## src/rtl/fetch_pkg.sv

```systemverilog
package fetch_pkg;

    localparam int IW    = 16;
    localparam int OPW   = 4;
    localparam int DW    = 8;
    localparam int CNT_W = 3;

    localparam logic [OPW-1:0] OP_NOP   = 4'd0;
    localparam logic [OPW-1:0] OP_ADDI  = 4'd1;
    localparam logic [OPW-1:0] OP_SHL   = 4'd2;
    localparam logic [OPW-1:0] OP_STALL = 4'd3;
    localparam logic [OPW-1:0] OP_JMP   = 4'd4;
    localparam logic [OPW-1:0] OP_BZ    = 4'd5;
    localparam logic [OPW-1:0] OP_BN    = 4'd6;
    localparam logic [OPW-1:0] OP_HALT  = 4'd15;

    typedef struct packed {
        logic [OPW-1:0] op;
        logic [3:0]     sel;
        logic [DW-1:0]  disp;
    } instr_t;

    typedef enum logic [1:0] {
        ST_EXEC = 2'd0,
        ST_WAIT = 2'd1,
        ST_HALT = 2'd2
    } seq_state_e;

    typedef struct packed {
        logic alu_en;
        logic shift_en;
        logic taken;
        logic halt_req;
    } ctrl_t;

    // execute cycles beyond the first, per opcode
    function automatic logic [CNT_W-1:0] extra_cycles(input logic [OPW-1:0] op);
        case (op)
            OP_SHL:   extra_cycles = CNT_W'(2);
            OP_STALL: extra_cycles = CNT_W'(3);
            default:  extra_cycles = '0;
        endcase
    endfunction

endpackage

```

## src/rtl/fx_decoder.sv

```systemverilog
module fx_decoder
    import fetch_pkg::*;
(
    input  logic [OPW-1:0] op,
    input  logic           exec,
    input  logic           last,
    input  logic           zf,
    input  logic           nf,
    output ctrl_t          ctrl
);
    logic cond_ok;

    always_comb begin
        case (op)
            OP_JMP:  cond_ok = 1'b1;
            OP_BZ:   cond_ok = zf;
            OP_BN:   cond_ok = nf;
            default: cond_ok = 1'b0;
        endcase
        ctrl.alu_en   = exec && (op == OP_ADDI);
        ctrl.shift_en = exec && (op == OP_SHL);
        ctrl.taken    = exec && last && cond_ok;
        ctrl.halt_req = exec && last && (op == OP_HALT);
    end
endmodule

```

## src/rtl/fx_sequencer.sv

```systemverilog
module fx_sequencer
    import fetch_pkg::*;
#(
    parameter int             AW         = 10,
    parameter logic [AW-1:0]  START_ADDR = '0,
    parameter logic [AW-1:0]  INCR       = AW'(1)
) (
    input  logic          clk,
    input  logic          rst,
    input  logic [IW-1:0] rdata,
    input  logic          take,
    input  logic          halt_req,
    output logic [AW-1:0] pc,
    output instr_t        ir,
    output seq_state_e    state,
    output logic          last
);
    logic [CNT_W-1:0] cnt;
    logic [AW-1:0]    target;
    instr_t           fetched;

    assign fetched = instr_t'(rdata);
    assign target  = pc + {{(AW-DW){ir.disp[DW-1]}}, ir.disp};
    assign last    = (state == ST_EXEC) && (cnt == '0);

    always_ff @(posedge clk) begin
        if (rst) begin
            pc    <= START_ADDR + INCR;
            ir    <= fetched;
            cnt   <= extra_cycles(fetched.op);
            state <= ST_EXEC;
        end else begin
            case (state)
                ST_EXEC: begin
                    if (cnt != '0) begin
                        cnt <= cnt - CNT_W'(1);
                    end else if (halt_req) begin
                        state <= ST_HALT;
                    end else if (take) begin
                        pc    <= target;
                        state <= ST_WAIT;
                    end else begin
                        ir  <= fetched;
                        pc  <= pc + INCR;
                        cnt <= extra_cycles(fetched.op);
                    end
                end
                ST_WAIT: begin
                    ir    <= fetched;
                    pc    <= pc + INCR;
                    cnt   <= extra_cycles(fetched.op);
                    state <= ST_EXEC;
                end
                default: begin
                    state <= ST_HALT;
                end
            endcase
        end
    end
endmodule

```

## src/rtl/fx_stub_dp.sv

```systemverilog
module fx_stub_dp
    import fetch_pkg::*;
(
    input  logic          clk,
    input  logic          rst,
    input  logic          alu_en,
    input  logic          shift_en,
    input  logic          last,
    input  logic [DW-1:0] imm,
    output logic [7:0]    acc,
    output logic          zf,
    output logic          nf
);
    always_ff @(posedge clk) begin
        if (rst) begin
            acc <= '0;
        end else if (alu_en) begin
            acc <= acc + 8'(imm);
        end else if (shift_en && last) begin
            acc <= {acc[6:0], 1'b0};
        end
    end

    assign zf = (acc == 8'd0);
    assign nf = acc[7];
endmodule

```

## src/rtl/fetch_exec_ctrl.sv

```systemverilog
module fetch_exec_ctrl
    import fetch_pkg::*;
#(
    parameter int             AW         = 10,
    parameter logic [AW-1:0]  START_ADDR = '0,
    parameter logic [AW-1:0]  INCR       = AW'(1)
) (
    input  logic          clk,
    input  logic          rst,
    output logic [AW-1:0] imem_addr,
    input  logic [15:0]   imem_rdata,
    output logic [AW-1:0] pc_o,
    output logic [15:0]   ir_o,
    output logic          halted,
    output logic          in_wait,
    output logic          branch_taken,
    output logic          ctl_alu_en,
    output logic          ctl_shift_en,
    output logic          ctl_last,
    output logic [3:0]    ctl_sel,
    output logic [7:0]    acc_o,
    output logic          flag_zero,
    output logic          flag_neg
);
    logic [AW-1:0] pc;
    instr_t        ir;
    seq_state_e    state;
    logic          last;
    ctrl_t         ctrl;
    logic          zf, nf;
    logic          exec;

    assign exec = (state == ST_EXEC);

    fx_sequencer #(.AW(AW), .START_ADDR(START_ADDR), .INCR(INCR)) u_seq (
        .clk      (clk),
        .rst      (rst),
        .rdata    (imem_rdata),
        .take     (ctrl.taken),
        .halt_req (ctrl.halt_req),
        .pc       (pc),
        .ir       (ir),
        .state    (state),
        .last     (last)
    );

    fx_decoder u_dec (
        .op   (ir.op),
        .exec (exec),
        .last (last),
        .zf   (zf),
        .nf   (nf),
        .ctrl (ctrl)
    );

    fx_stub_dp u_dp (
        .clk      (clk),
        .rst      (rst),
        .alu_en   (ctrl.alu_en),
        .shift_en (ctrl.shift_en),
        .last     (last),
        .imm      (ir.disp),
        .acc      (acc_o),
        .zf       (zf),
        .nf       (nf)
    );

    assign imem_addr    = rst ? START_ADDR : pc;
    assign pc_o         = pc;
    assign ir_o         = ir;
    assign halted       = (state == ST_HALT);
    assign in_wait      = (state == ST_WAIT);
    assign branch_taken = ctrl.taken;
    assign ctl_alu_en   = ctrl.alu_en;
    assign ctl_shift_en = ctrl.shift_en;
    assign ctl_last     = last;
    assign ctl_sel      = exec ? ir.sel : 4'd0;
    assign flag_zero    = zf;
    assign flag_neg     = nf;
endmodule

```

## config.mk

```make
export PLATFORM = sky130hd
export DESIGN_NAME = fetch_exec_ctrl
export DESIGN_NICKNAME = d
export VERILOG_FILES = /design/src/rtl/fetch_pkg.sv /design/src/rtl/fx_decoder.sv /design/src/rtl/fx_sequencer.sv /design/src/rtl/fx_stub_dp.sv /design/src/rtl/fetch_exec_ctrl.sv
export SDC_FILE = /design/constraint.sdc
export NUM_CORES = 1
export LEC_CHECK = 0
export ABC_AREA = 0
export BUFFER_PORTS_ARGS = -buffer_cell sky130_fd_sc_hd__buf_4
export CAP_MARGIN = 10
export CORE_AREA = 2 2 62 87
export CTS_BUF_LIST = sky130_fd_sc_hd__clkbuf_8
export CTS_CLUSTER_DIAMETER = 40
export DETAILED_ROUTE_END_ITERATION = 7
export DIE_AREA = 0 0 64 89
export GPL_TIMING_DRIVEN = 0
export PLACE_DENSITY_LB_ADDON = 0.15
export RECOVER_POWER = 25
export SLEW_MARGIN = 20
export SYNTH_ARGS = -nofsm -noshare
export SYNTH_HDL_FRONTEND = slang
export SYNTH_SLANG_ARGS = --single-unit
```

## constraint.sdc

```tcl
create_clock -name clk -period 3.1 [get_ports clk]
set_clock_uncertainty 0.1 [all_clocks]
set_input_delay 0.62 -clock clk [delete_from_list [all_inputs] [get_ports clk]]
set_output_delay 0.62 -clock clk [all_outputs]
set_load 0.005 [all_outputs]
```

# Yosys cells after proc, flatten, opt, wreduce, memory -nomap -nowiden
# Cells that the tools add are included.
[totals]
ff_bits = 39
in_bits = 18
out_inout_bits = 56
word_cells = 71
[classes]
add_sub_neg = 4
eq_ne = 18
mux = 24
reduce_logical = 18
[op_table]
columns = ["operator", "count"]
rows = [
  ["16-bit 2-to-1 mux", 4],
  ["10-bit 2-to-1 mux", 4],
  ["16-bit one-hot mux with 2 select lines", 1],
  ["10-bit one-hot mux with 2 select lines", 1],
  ["8-bit 2-to-1 mux", 2],
  ["4-bit by 2-bit == test with 1-bit output (second input constant)", 3],
  ["4-bit by 3-bit == test with 1-bit output (second input constant)", 3],
  ["3-bit 2-to-1 mux", 4],
  ["10-bit by 1-bit adder with 10-bit output (second input constant)", 1],
  ["10-bit adder", 1],
  ["3-bit != test (second input constant)", 3],
  ["8-bit adder", 1],
  ["8-bit zero test", 1],
  ["2-bit one-hot mux with 2 select lines", 2],
  ["1-bit logical AND", 7],
  ["2-bit 2-to-1 mux", 3],
  ["3-bit one-hot mux with 2 select lines", 1],
  ["3-bit AND reduction", 2],
  ["3-bit nonzero test", 2],
  ["4-bit by 1-bit == test with 1-bit output (second input constant)", 1],
  ["4-bit == test (second input constant)", 1],
  ["4-bit 2-to-1 mux", 1],
  ["2-bit != test (second input constant)", 2],
  ["4-bit by 3-bit != test with 1-bit output (second input constant)", 1],
  ["other kinds (11)", 12],
]

# Longest topological paths before layout
[depth]
ltp_word = 9
depth_mapped = 11
ltp_nobuf = 10

# By module
# A second synthesis with hierarchy kept.
[unflattened]
cells_unflattened = 292
hier_area_um2 = 2647.5
[by_module_without_submodules]
columns = ["mod", "instances", "cells_each", "area_per_inst_um2", "seq_area_each_um2"]
rows = [
  ["fx_sequencer", 1, 183, 1784.2, 810.8],
  ["fx_stub_dp", 1, 81, 689.4, 160.2],
  ["fetch_exec_ctrl", 1, 17, 108.9, 0.0],
  ["fx_decoder", 1, 11, 65.1, 0.0],
]

# Worst setup path after synthesis
# OpenSTA, ideal clock, no wires.
[synth_timing]
path_type = "reg2out"
from = "register u_dp.acc[4]"
to = "output port branch_taken"
arrival_time_ns = 1.713
required_time_ns = 2.380
path_slack_ns = 0.667
path_stages_with_launch = 7
n_path_buf = 2
cell_sequence = "dfxtp_1 -> or4_4 -> o21a_1 -> or3_1 -> buf_6 -> inv_6 -> buf_12"
[synth_between]
elab_chain_len = 3
[synth_lines]
columns = ["element", "line_no", "source"]
rows = [
  ["from (decl)", "fx_stub_dp.sv:10", "output logic [7:0] acc,"],
  ["from (signal assigned)", "fx_stub_dp.sv:18", "acc <= acc + 8'(imm);"],
  ["from (signal assigned)", "fx_stub_dp.sv:20", "acc <= {acc[6:0], 1'b0};"],
  ["8-bit zero test", "fx_stub_dp.sv:24", "assign zf = (acc == 8'd0);"],
  ["1-bit one-hot mux with 3 select lines", "fx_decoder.sv:14", "case (op)"],
  ["1-bit logical AND", "fx_decoder.sv:22", "ctrl.taken = exec && last && cond_ok;"],
  ["to (decl)", "fetch_exec_ctrl.sv:16", "output logic branch_taken,"],
]
# No other way between the ends.

# Final worst setup path
# Ends and elaborated chain as after synthesis.

==> impl_metrics.py <==
metrics = {
    "route": {
        "wl_per_cell_um": 15.54,
        "drc_errors": 0,
        "num_vias": 2315,
        "drt-initial-drc-count": 138,
        "viasPerCell": 5.619,
        "drt_wl_total_um": 6401,
        "ant_nets": 0,
        "dr.pass1.iters": 5,
    },
    "setup_path": {
        "worstSetupEndpointType": "primary output",
        "start_kind": "flop",
        "cp.required_ns": 2.38,
        "crit_path_max_fanout": 10,
        "crit_arrival_ns": 2.24,
        "criticalPathCategory": "reg2out",
    },
    "die": {
        "fp-row-count": 30,
        "start_util_pct": 52.74,
        "coreArea_mm2": 0.004842,
        "die_h_um": 89,
        "die_x_um": 64,
        "pin_count": 74,
        "die_area_mm2": 0.005696,
    },
    "grt": {
        "grtUsageMet2_pct": 43.66,
        "use_met3_pct": 4.282,
        "grt_pass1_vias": 2230,
        "busiest_layer": "met2",
        "overflow": 0,
        "grt.total_usage_pct": 23.55,
        "grt_max_degree": 17,
        "gr-usage-met1_pct": 27.02,
        "antenna_found_initial": 0,
        "grt_pass1_wl_um": 10380,
    },
    "layout": {
        "antenna-diode-count": 0,
        "area_growth_syn_to_layout_pct": 27.49,
        "nets": 386,
        "final_area_mm2": 0.003256,
        "drive_gt1_share_pct": 26.44,
    },
    "power_and_ir_drop": {
        "powerDensity_mw_per_mm2": 714.3,
        "leakage_nw": 1.462,
        "ir_worst_vdd_mv": 0.4001,
    },
    "place": {
        "globalplace.congestion": 0.8649,
        "place_area_mm2": 0.003174,
        "port_buffers": 72,
        "place.detailed.hpwl_um": 4939,
    },
    "logic_synthesis": {
        "ys.flop_type": "dfxtp_1",
        "syn_inst": 268,
        "synth_area_per_cell_um2": 9.529,
        "yosysSeqAreaShare_pct": 38.02,
        "synth_edf_count": 19,
        "synth_nets": 307,
        "synth_area_mm2": 0.002554,
        "yosys_warnings": 0,
        "ys_types": 51,
        "yosys_register_bits": 39,
        "async_flop_share_pct": 0,
    },
    "sta": {
        "worst_pin_slew_ns": 0.5936,
        "period_minus_slack_ns": 2.960,
        "rsz0062_at_grt": "no",
        "hold_violations": 0,
        "drv_slew": 0,
        "slew-limit-headroom_pct": 60.43,
        "setup_tns_ns": 0,
        "setup_violations": 0,
        "min_period_over_period_pct": 95.49,
        "fmax_ghz": 0.3378,
    },
    "clock_network": {
        "cts-root-buf": "clkbuf_8",
        "clock_latency_ns": 0.29,
        "clk_pin_slew_ns": 0.08,
        "cts_num_sinks": 39,
        "ctsLongestPathBuffers": 2,
        "cts_buffers": 5,
        "htreeDepth": 2,
        "cts_tree": "yes",
    },
    "outcome": {
        "outcome": "complete, no violations",
    },
    "run": {
        "maxCapViolations": 0,
    },
    "worst_hold_path": {
        "hold_path_class": "in2reg",
    },
}
-- per-layer routing --
metal	part of all wire [%]	wire (um)
met2	54	3443
met1	39	2503
met4	2.0	129
met3	5.1	325
met5	0	0
-- cell usage in the layout (no fill, tap or decap), types with 2 or more instances in the layout --
cell type / netlist / routed
mux2i_1: 7 / 7
dfxtp_1: 20 / 20
and2_1: 4 / 4
nor3_1: 7 / 7
nor4_1: 2 / 2
a211oi_1: 7 / 7
a21oi_1: 19 / 19
o21a_1: 3 / 3
a31oi_1: 6 / 6
clkbuf_1: 7 / 9
inv_1: 12 / 13
or2_2: 2 / 2
clkbuf_8: 0 / 5
nor2_1: 24 / 24
a21o_1: 5 / 5
nand2_1: 15 / 15
o21ai_0: 9 / 9
nand2b_1: 4 / 4
buf_4: 1 / 46
nand3_1: 10 / 10
and4_1: 2 / 2
edfxtp_1: 19 / 19
o21bai_1: 3 / 3
xor2_1: 8 / 8
ha_1: 19 / 19
nand4b_1: 3 / 3
xnor2_1: 9 / 9
and3_1: 3 / 3
fa_1: 2 / 2
nor2b_1: 13 / 12
buf_6: 2 / 2
clkbuf_4: 0 / 25
-- Yosys cell counts, types with 6 or more instances --
cell / n / area, um^2
a211oi_1: 7 / 52.55
a21oi_1: 19 / 95.09
a31oi_1: 6 / 37.54
clkbuf_1: 7 / 26.28
dfxtp_1: 20 / 400.4
edfxtp_1: 19 / 570.6
ha_1: 19 / 237.7
inv_1: 12 / 45.04
mux2i_1: 7 / 70.07
nand2_1: 15 / 56.30
nand3_1: 10 / 50.05
nor2_1: 24 / 90.09
nor2b_1: 13 / 81.33
nor3_1: 7 / 35.03
o21ai_0: 9 / 45.04
xnor2_1: 9 / 78.83
xor2_1: 8 / 70.07
-- report_power, final --
group | switching (mW) | internal (mW)
registers | 0.146 | 0.686
logic | 0.600 | 0.558
clock network | 0.180 | 0.155
total | 0.926 | 1.40
-- repair_timing --
| action | 4_1_cts | 5_1_grt |
|---|---|---|
| setup buffers | 0 | 0 |
| resized for setup | 0 | 1 |
| hold buffers | 0 | 0 |
| endpoints found under the setup margin | 0 | 1 |
-- worst max-delay path, stage by stage, from the launching register on --
cell and delay, ns:
dfxtp_1 0.37, or4_4 0.56, o21a_1 0.21, or3_1 0.36, buf_6 0.16, inv_6 0.06
buf_12 0.12, buf_4 0.11
-- metrics by stage --
step | setup slack [ns] | hold WS, ns | utilization, % | power, mW | instances
2_1_floorplan | 0.6668 | 0.3976 | - | 1.535 | 268
3_3_place_gp | 0.4656 | 0.4079 | 65.56 | 1.968 | 404
3_5_place_dp | 0.4400 | 0.4117 | 65.56 | 2.003 | 404
4_1_cts | 0.1391 | 0.3926 | 67.34 | 2.344 | 412
5_1_grt | 0.04895 | 0.4024 | 67.24 | 2.498 | 412
6_report | 0.1399 | 0.4200 | 67.24 | 2.325 | 412
-- flip-flops by register name, indices dropped and copies added, names as in the netlist --
register,flops
u_dp.acc,8
u_seq.state,2
u_seq.cnt,3
u_seq.pc,10
u_seq.ir,16
-- cell families after synthesis --
logic type | synth area share [%]
DFF | 38.02
buffers and inverters | 5.096
muxes | 3.185
xor gates and xnor gates | 5.831
adders and majority gates | 10.88
AOI/OAI and AO/OA | 16.85
and+or+nand+nor | 20.14
-- final timing paths --
| path | end | cells after the start | slack, ns | from |
|---|---|---|---|---|
| max | branch_taken | 7 | 0.14 | u_dp.acc[4] |
| min | u_seq.ir[9] | 1 | 0.42 | imem_rdata[9] |
| max reg2reg | u_seq.ir[7] | 9 | 0.41 | u_seq.cnt[0] |
| min reg2reg | u_dp.acc[0] | 2 | 0.42 | u_dp.acc[0] |
-- area by class of cell --
cell class	instances	area, um^2
clock inverters	3	17.52
plain buffers	11	76.32
multi-input cells	205	1455
repair buffers	72	533.0
well taps	64	80.08
fillers	433	1587
inverters	13	53.80
clock buffers	5	68.82
flip-flops and latches	39	970.9
(Power assumes the default switching activity.)
